==> config.mk <==
export PLATFORM = sky130hd
export DESIGN_NAME = sinegen_top
export DESIGN_NICKNAME = d
export VERILOG_FILES = /design/src/rtl/sinegen_pkg.sv /design/src/rtl/sinegen_tick.sv /design/src/rtl/sinegen_phase.sv /design/src/rtl/sinegen_fmt.sv /design/src/rtl/sinegen_top.sv
export SDC_FILE = /design/constraint.sdc
export NUM_CORES = 1
export LEC_CHECK = 0
export CORE_MARGIN = 2
export CORE_UTILIZATION = 42
export CTS_CLUSTER_DIAMETER = 60
export DETAILED_ROUTE_END_ITERATION = 10
export DONT_BUFFER_PORTS = 1
export PLACE_DENSITY = 0.56
export SLEW_MARGIN = 30
export SYNTH_ARGS = -nofsm -noshare
export SYNTH_HDL_FRONTEND = slang
export SYNTH_SLANG_ARGS = --single-unit
export TNS_END_PERCENT = 5
==> constraint.sdc <==
create_clock -name clk -period 5.7 [get_ports clk]
set_input_delay 0.285 -clock clk [delete_from_list [all_inputs] [get_ports clk]]
set_output_delay 0.285 -clock clk [all_outputs]
set_load 0.005 [all_outputs]
==> src/rtl/sinegen_pkg.sv <==
// Package: shared constants and the fixed sine table for the sine source.
// Assumes a 16-entry table and 12-bit offset-binary samples.
package sinegen_pkg;

    localparam int CODE_W  = 12;
    localparam int TBL_N   = 16;
    localparam int IDX_W   = $clog2(TBL_N);

    typedef logic [CODE_W-1:0] code_t;
    typedef logic [IDX_W-1:0]  idx_t;

    localparam code_t MID_CODE = code_t'(1) << (CODE_W - 1);

    // One sine period, offset binary: 2048 + round(2047*sin(2*pi*k/16)).
    function automatic code_t sine_sample(input idx_t k);
        code_t v;
        case (k)
            4'd0:  v = 12'd2048;
            4'd1:  v = 12'd2831;
            4'd2:  v = 12'd3495;
            4'd3:  v = 12'd3939;
            4'd4:  v = 12'd4095;
            4'd5:  v = 12'd3939;
            4'd6:  v = 12'd3495;
            4'd7:  v = 12'd2831;
            4'd8:  v = 12'd2048;
            4'd9:  v = 12'd1265;
            4'd10: v = 12'd601;
            4'd11: v = 12'd157;
            4'd12: v = 12'd1;
            4'd13: v = 12'd157;
            4'd14: v = 12'd601;
            default: v = 12'd1265;
        endcase
        return v;
    endfunction

endpackage

==> src/rtl/sinegen_tick.sv <==
// Module: hold-time divider. Pulses step once every 2^rate clock cycles
// while run is high. Assumes clear is pulsed when a burst starts, so the
// count begins at zero. The mask is built bit by bit from rate.
module sinegen_tick #(
    parameter int RATE_W = 3
) (
    input  logic              clk,
    input  logic              rst_n,
    input  logic              clear,
    input  logic              run,
    input  logic [RATE_W-1:0] rate,
    output logic              step
);
    localparam int CNT_W = (1 << RATE_W) - 1;

    logic [CNT_W-1:0] cnt_q;
    logic [CNT_W-1:0] mask;

    // Mask bit i is set when the hold exponent exceeds i.
    for (genvar i = 0; i < CNT_W; i++) begin : g_mask
        assign mask[i] = (int'(rate) > i);
    end

    // Free-running count; its low bits are all ones at the last cycle of a hold.
    always_ff @(posedge clk) begin
        if (!rst_n) begin
            cnt_q <= '0;
        end else if (clear) begin
            cnt_q <= '0;
        end else if (run) begin
            cnt_q <= cnt_q + 1'b1;
        end
    end

    // A step fires at the terminal count of the selected hold.
    always_comb begin
        step = run && ((cnt_q & mask) == mask);
    end

endmodule

==> src/rtl/sinegen_phase.sv <==
// Module: table index register. Steps through the table and wraps after
// the last entry. Assumes clear takes priority over step.
module sinegen_phase
    import sinegen_pkg::*;
(
    input  logic clk,
    input  logic rst_n,
    input  logic clear,
    input  logic step,
    output idx_t idx
);
    idx_t idx_q;

    // Index goes back to zero on clear and advances modulo the table size.
    always_ff @(posedge clk) begin
        if (!rst_n) begin
            idx_q <= '0;
        end else if (clear) begin
            idx_q <= '0;
        end else if (step) begin
            idx_q <= (idx_q == idx_t'(TBL_N - 1)) ? '0 : idx_q + 1'b1;
        end
    end

    assign idx = idx_q;

endmodule

==> src/rtl/sinegen_fmt.sv <==
// Module: output former. Looks up the current sample and applies the
// single-ended or two's complement form and the idle behaviour. It is
// purely combinational and assumes its inputs come from registers.
module sinegen_fmt
    import sinegen_pkg::*;
(
    input  idx_t  idx,
    input  logic  active,
    input  logic  diff,
    input  logic  idle_float,
    output code_t code,
    output logic  drive
);
    code_t raw;

    // Choose the table sample while running, the mid code while idle.
    always_comb begin
        raw = active ? sine_sample(idx) : MID_CODE;
    end

    // Differential form moves the centre to zero by inverting the top bit.
    always_comb begin
        code = diff ? (raw ^ MID_CODE) : raw;
    end

    // The driver is on while running, or while idle when mid-scale hold is chosen.
    always_comb begin
        drive = active || !idle_float;
    end

endmodule

==> src/rtl/sinegen_top.sv <==
// Module: table-driven sine source top. Registers the run gate, clears
// the phase on each fresh start and joins the divider, index and former.
// Assumes trig_in is synchronous to clk.
module sinegen_top #(
    parameter int RATE_W = 3
) (
    input  logic                           clk,
    input  logic                           rst_n,
    input  logic                           trig_in,
    input  logic [RATE_W-1:0]              rate_sel,
    input  logic                           idle_tristate,
    input  logic                           diff_mode,
    output logic [sinegen_pkg::CODE_W-1:0] dac_code,
    output logic                           dac_drive_en
);
    import sinegen_pkg::*;

    logic running;
    logic start;
    logic step;
    idx_t phase_idx;

    // A start is a high trigger seen while idle.
    always_comb begin
        start = trig_in && !running;
    end

    // The run flag follows the trigger one clock later.
    always_ff @(posedge clk) begin
        if (!rst_n) begin
            running <= 1'b0;
        end else begin
            running <= trig_in;
        end
    end

    sinegen_tick #(.RATE_W(RATE_W)) u_tick (
        .clk   (clk),
        .rst_n (rst_n),
        .clear (start),
        .run   (running),
        .rate  (rate_sel),
        .step  (step)
    );

    sinegen_phase u_phase (
        .clk   (clk),
        .rst_n (rst_n),
        .clear (start),
        .step  (step),
        .idx   (phase_idx)
    );

    sinegen_fmt u_fmt (
        .idx        (phase_idx),
        .active     (running),
        .diff       (diff_mode),
        .idle_float (idle_tristate),
        .code       (dac_code),
        .drive      (dac_drive_en)
    );

endmodule

==> impl_results.md <==
- Die area: 3560 µm²
- Slew at the pin closest to its max-slew limit: 492 ps
- Clk sink count: 22
- Max stage delay on crit path: 640 ps
- Die Span Y: 59.7 µm
- CP arrival: 3010 ps
- Most common cell in the netlist: dfxtp_1
- Cts hold-fix bufs: 0
- Share of the synthesized area in the top cell type: 0.338
- Hold_ws: 92.6 ps
- Hold endpoint: running
- Total chip power: 289 µW
- Crit-path max FO: 17
- Endpoints failing setup: 0
- FF-to-FF Start: running
- Total track usage: 0.147
- Fin util: 0.451
- Post-Route Setup TNS: 0 ps
- Pre-antenna DRT Iters: 4
- Syn avg cell area: 8.79 µm²
- Worst-skew pair later-pin latency: 300 ps
- WL/cell: 13.0 µm
- Predominant post-synthesis flop cell: dfxtp_1
- Min-delay src: trig_in
- Worst-path clk slew: 130 ps
- Mux contribution to synthesized area: 0.0558
- Synth Net Count: 165
- Core Area: 3000 µm²
- Peak VDD IR: 0.0000759 V
- Setup bufs post-CTS: 0
- R2R setup slack: 2880 ps
- Clock root buffer: clkbuf_4
- Async set or reset register ratio after synthesis: 0
- Global route overflow: 0
- Gpl congestion: 0.799
- Setup Skew: 3.12 ps
- Synthesized cell area: 1300 µm²
- Area delta synth->final: 4.13%
- Crit. End Element: register
- Initial antenna violation count: 0
- Largest net degree at the start of global routing: 20
- Slowest stage cell on the critical path: dfxtp_1
- Largest family of logic cells by synthesized area: simple AND/OR/NAND/NOR gates
- Worst hold path type: primary input to register
- Drt via density: 5.37
- Syn Inst Count: 148
- Synth cell types: 39
- Post-synthesis xor/xnor area fraction: 0.0673
- Number of cell rows: 20
- Initial Utilization: 0.433
- DR vias: 956
- Fmax: 355 MHz
- Detailed Place HPWL: 1800 µm
- Crit start category: register
- Clock buffer depth: 2
- Maxcap violations: 0
- Fin nets: 163
- EDFF count, synth: 0
- Reg2Reg Depth: 13
- Clock tree from TritonCTS: built
- # IOs: 21
- DRT antenna net count: 0
- Starting DRT DRC Count: 42
- Synth Warn #: 0
- IO Port Bufs: 0
- Post-synthesis sequential area ratio: 0.338
- Inserted Clock Buffers: 3
- CTS resizes: 0
- DRC violations left: 0
- Area leader, netlist: dfxtp_1
- Top delay family on crit path: compound AO/OA/AOI/OAI gates
- Worst slew margin relative to its limit: 0.669
- Leak: 0.549 nW
- Max Slew Vio Count: 0
- Compound-Gate Fraction of Synth Area: 0.163
- Unrepaired setup endpoints after global routing: no
- Area contributors post-synth: dfxtp_1, ha_1, and2_1
- Drt total wl: 2320 µm
- # H-tree levels: 1
- CP required: 5890 ps
- Synth Area in Adders: 0.0865
- Share of cells above drive strength 1: 0.0897
- #FFs+latches synth: 22
- Final Hold Viols: 0
- Kind of critical path: register to register
- First-pass GRT wire length: 3950 µm
- ANT cells: 0
- Status: completed
- Simple-gate area share of the yosys netlist: 0.223
- Final min period: 2820 ps
- WP buf/inv: 2
- Pwr/cell area: 213 nW/µm²
- Post-synth top cells: dfxtp_1, and2_1, nand2_1, nor2_1, ha_1
- CP cell instances: nand2_1 > a2111oi_2 > buf_4 > mux2i_1 > nor2_1 > inv_1 > ha_1 > nand2b_1 > o31ai_1 > a21o_1 > a21oi_1 > o311ai_0 > o21ai_0
- Fin crit share: 0.495
- Vias in the first global route: 858
- Worst hold stages: 1
- Die W: 59.7 µm
logic make-up after synthesis:
group                      after synthesis
and+or+nand+nor                         55
muxes                                    6
adders and majority gates                9
buffers and inverters                   16
DFF                                     22
xor gates and xnor gates                10
AOI/OAI and AO/OA                       30
worst max path at each step:
| stage | from | endpoint | slack (ps) | cells past startpoint |
|---|---|---|---|---|
| global route | running | register | 2520 | 13 |
| floorplan | u_tick.cnt_q[0] | register | 3160 | 13 |
| CTS | running | register | 2880 | 13 |
| global placement | running | register | 3000 | 13 |
| detailed placement | running | register | 2910 | 13 |
| finish | running | register | 2880 | 13 |
power breakdown:
group	leakage, nW	switching [mW]	internal [mW]	total (mW)
clock network	0.0279	0.0487	0.0710	0.120
registers	0.178	0.00232	0.155	0.157
logic	0.344	0.00718	0.00474	0.0119
total	0.549	0.0582	0.231	0.289
metal layers:
layer,part of all wire,global-route usage
met5,0,0
met4,0.013,0.0667
met3,0.038,0.0130
met2,0.48,0.230
met1,0.47,0.205
layout make-up:
| type | instances | area, µm² |
|---|---|---|
| fill | 292 | 1650 |
| inverter | 7 | 31.3 |
| tap | 33 | 41.3 |
| timing repair buffer | 2 | 15.0 |
| clock inverter | 1 | 30.0 |
| sequential | 22 | 440 |
| clock buffer | 3 | 22.5 |
| multi-input combinational | 110 | 774 |
metrics by stage:
stage	cells	area (µm²)	worst slack, ps
6_report	178	1360	2880
5_1_grt	178	1360	2520
4_1_cts	178	1360	2880
3_5_place_dp	174	1300	2910
3_3_place_gp	174	1300	3000
2_1_floorplan	148	1300	3160
cell usage in the layout, fill, tap and decap left out, types with 2 or more instances in the layout:
master     n
o22ai_1    5
nand2_1   12
nor2b_1    2
xnor2_1    5
nand3_1    2
and2_1    13
dfxtp_1   22
o21ai_0    4
nor3_1     3
xor2_1     5
nor2_1    12
nand2b_1   3
o21ai_1    5
nand4_1    3
mux2i_1    5
buf_4      2
a31oi_1    4
clkbuf_4   3
a21oi_1    3
ha_1       9
inv_1      6
worst register-to-register path: cells and delay by family, from the launching register on:
kind	cells	cell delay, ps
multiplexers	1	120
buffers and inverters	2	390
AND/OR/NAND/NOR	3	570
adder cells (fa/ha/maj)	1	260
flip-flops	1	640
AO/OA/AOI/OAI	6	730
Note: power is estimated with default switching activity, not from simulation.
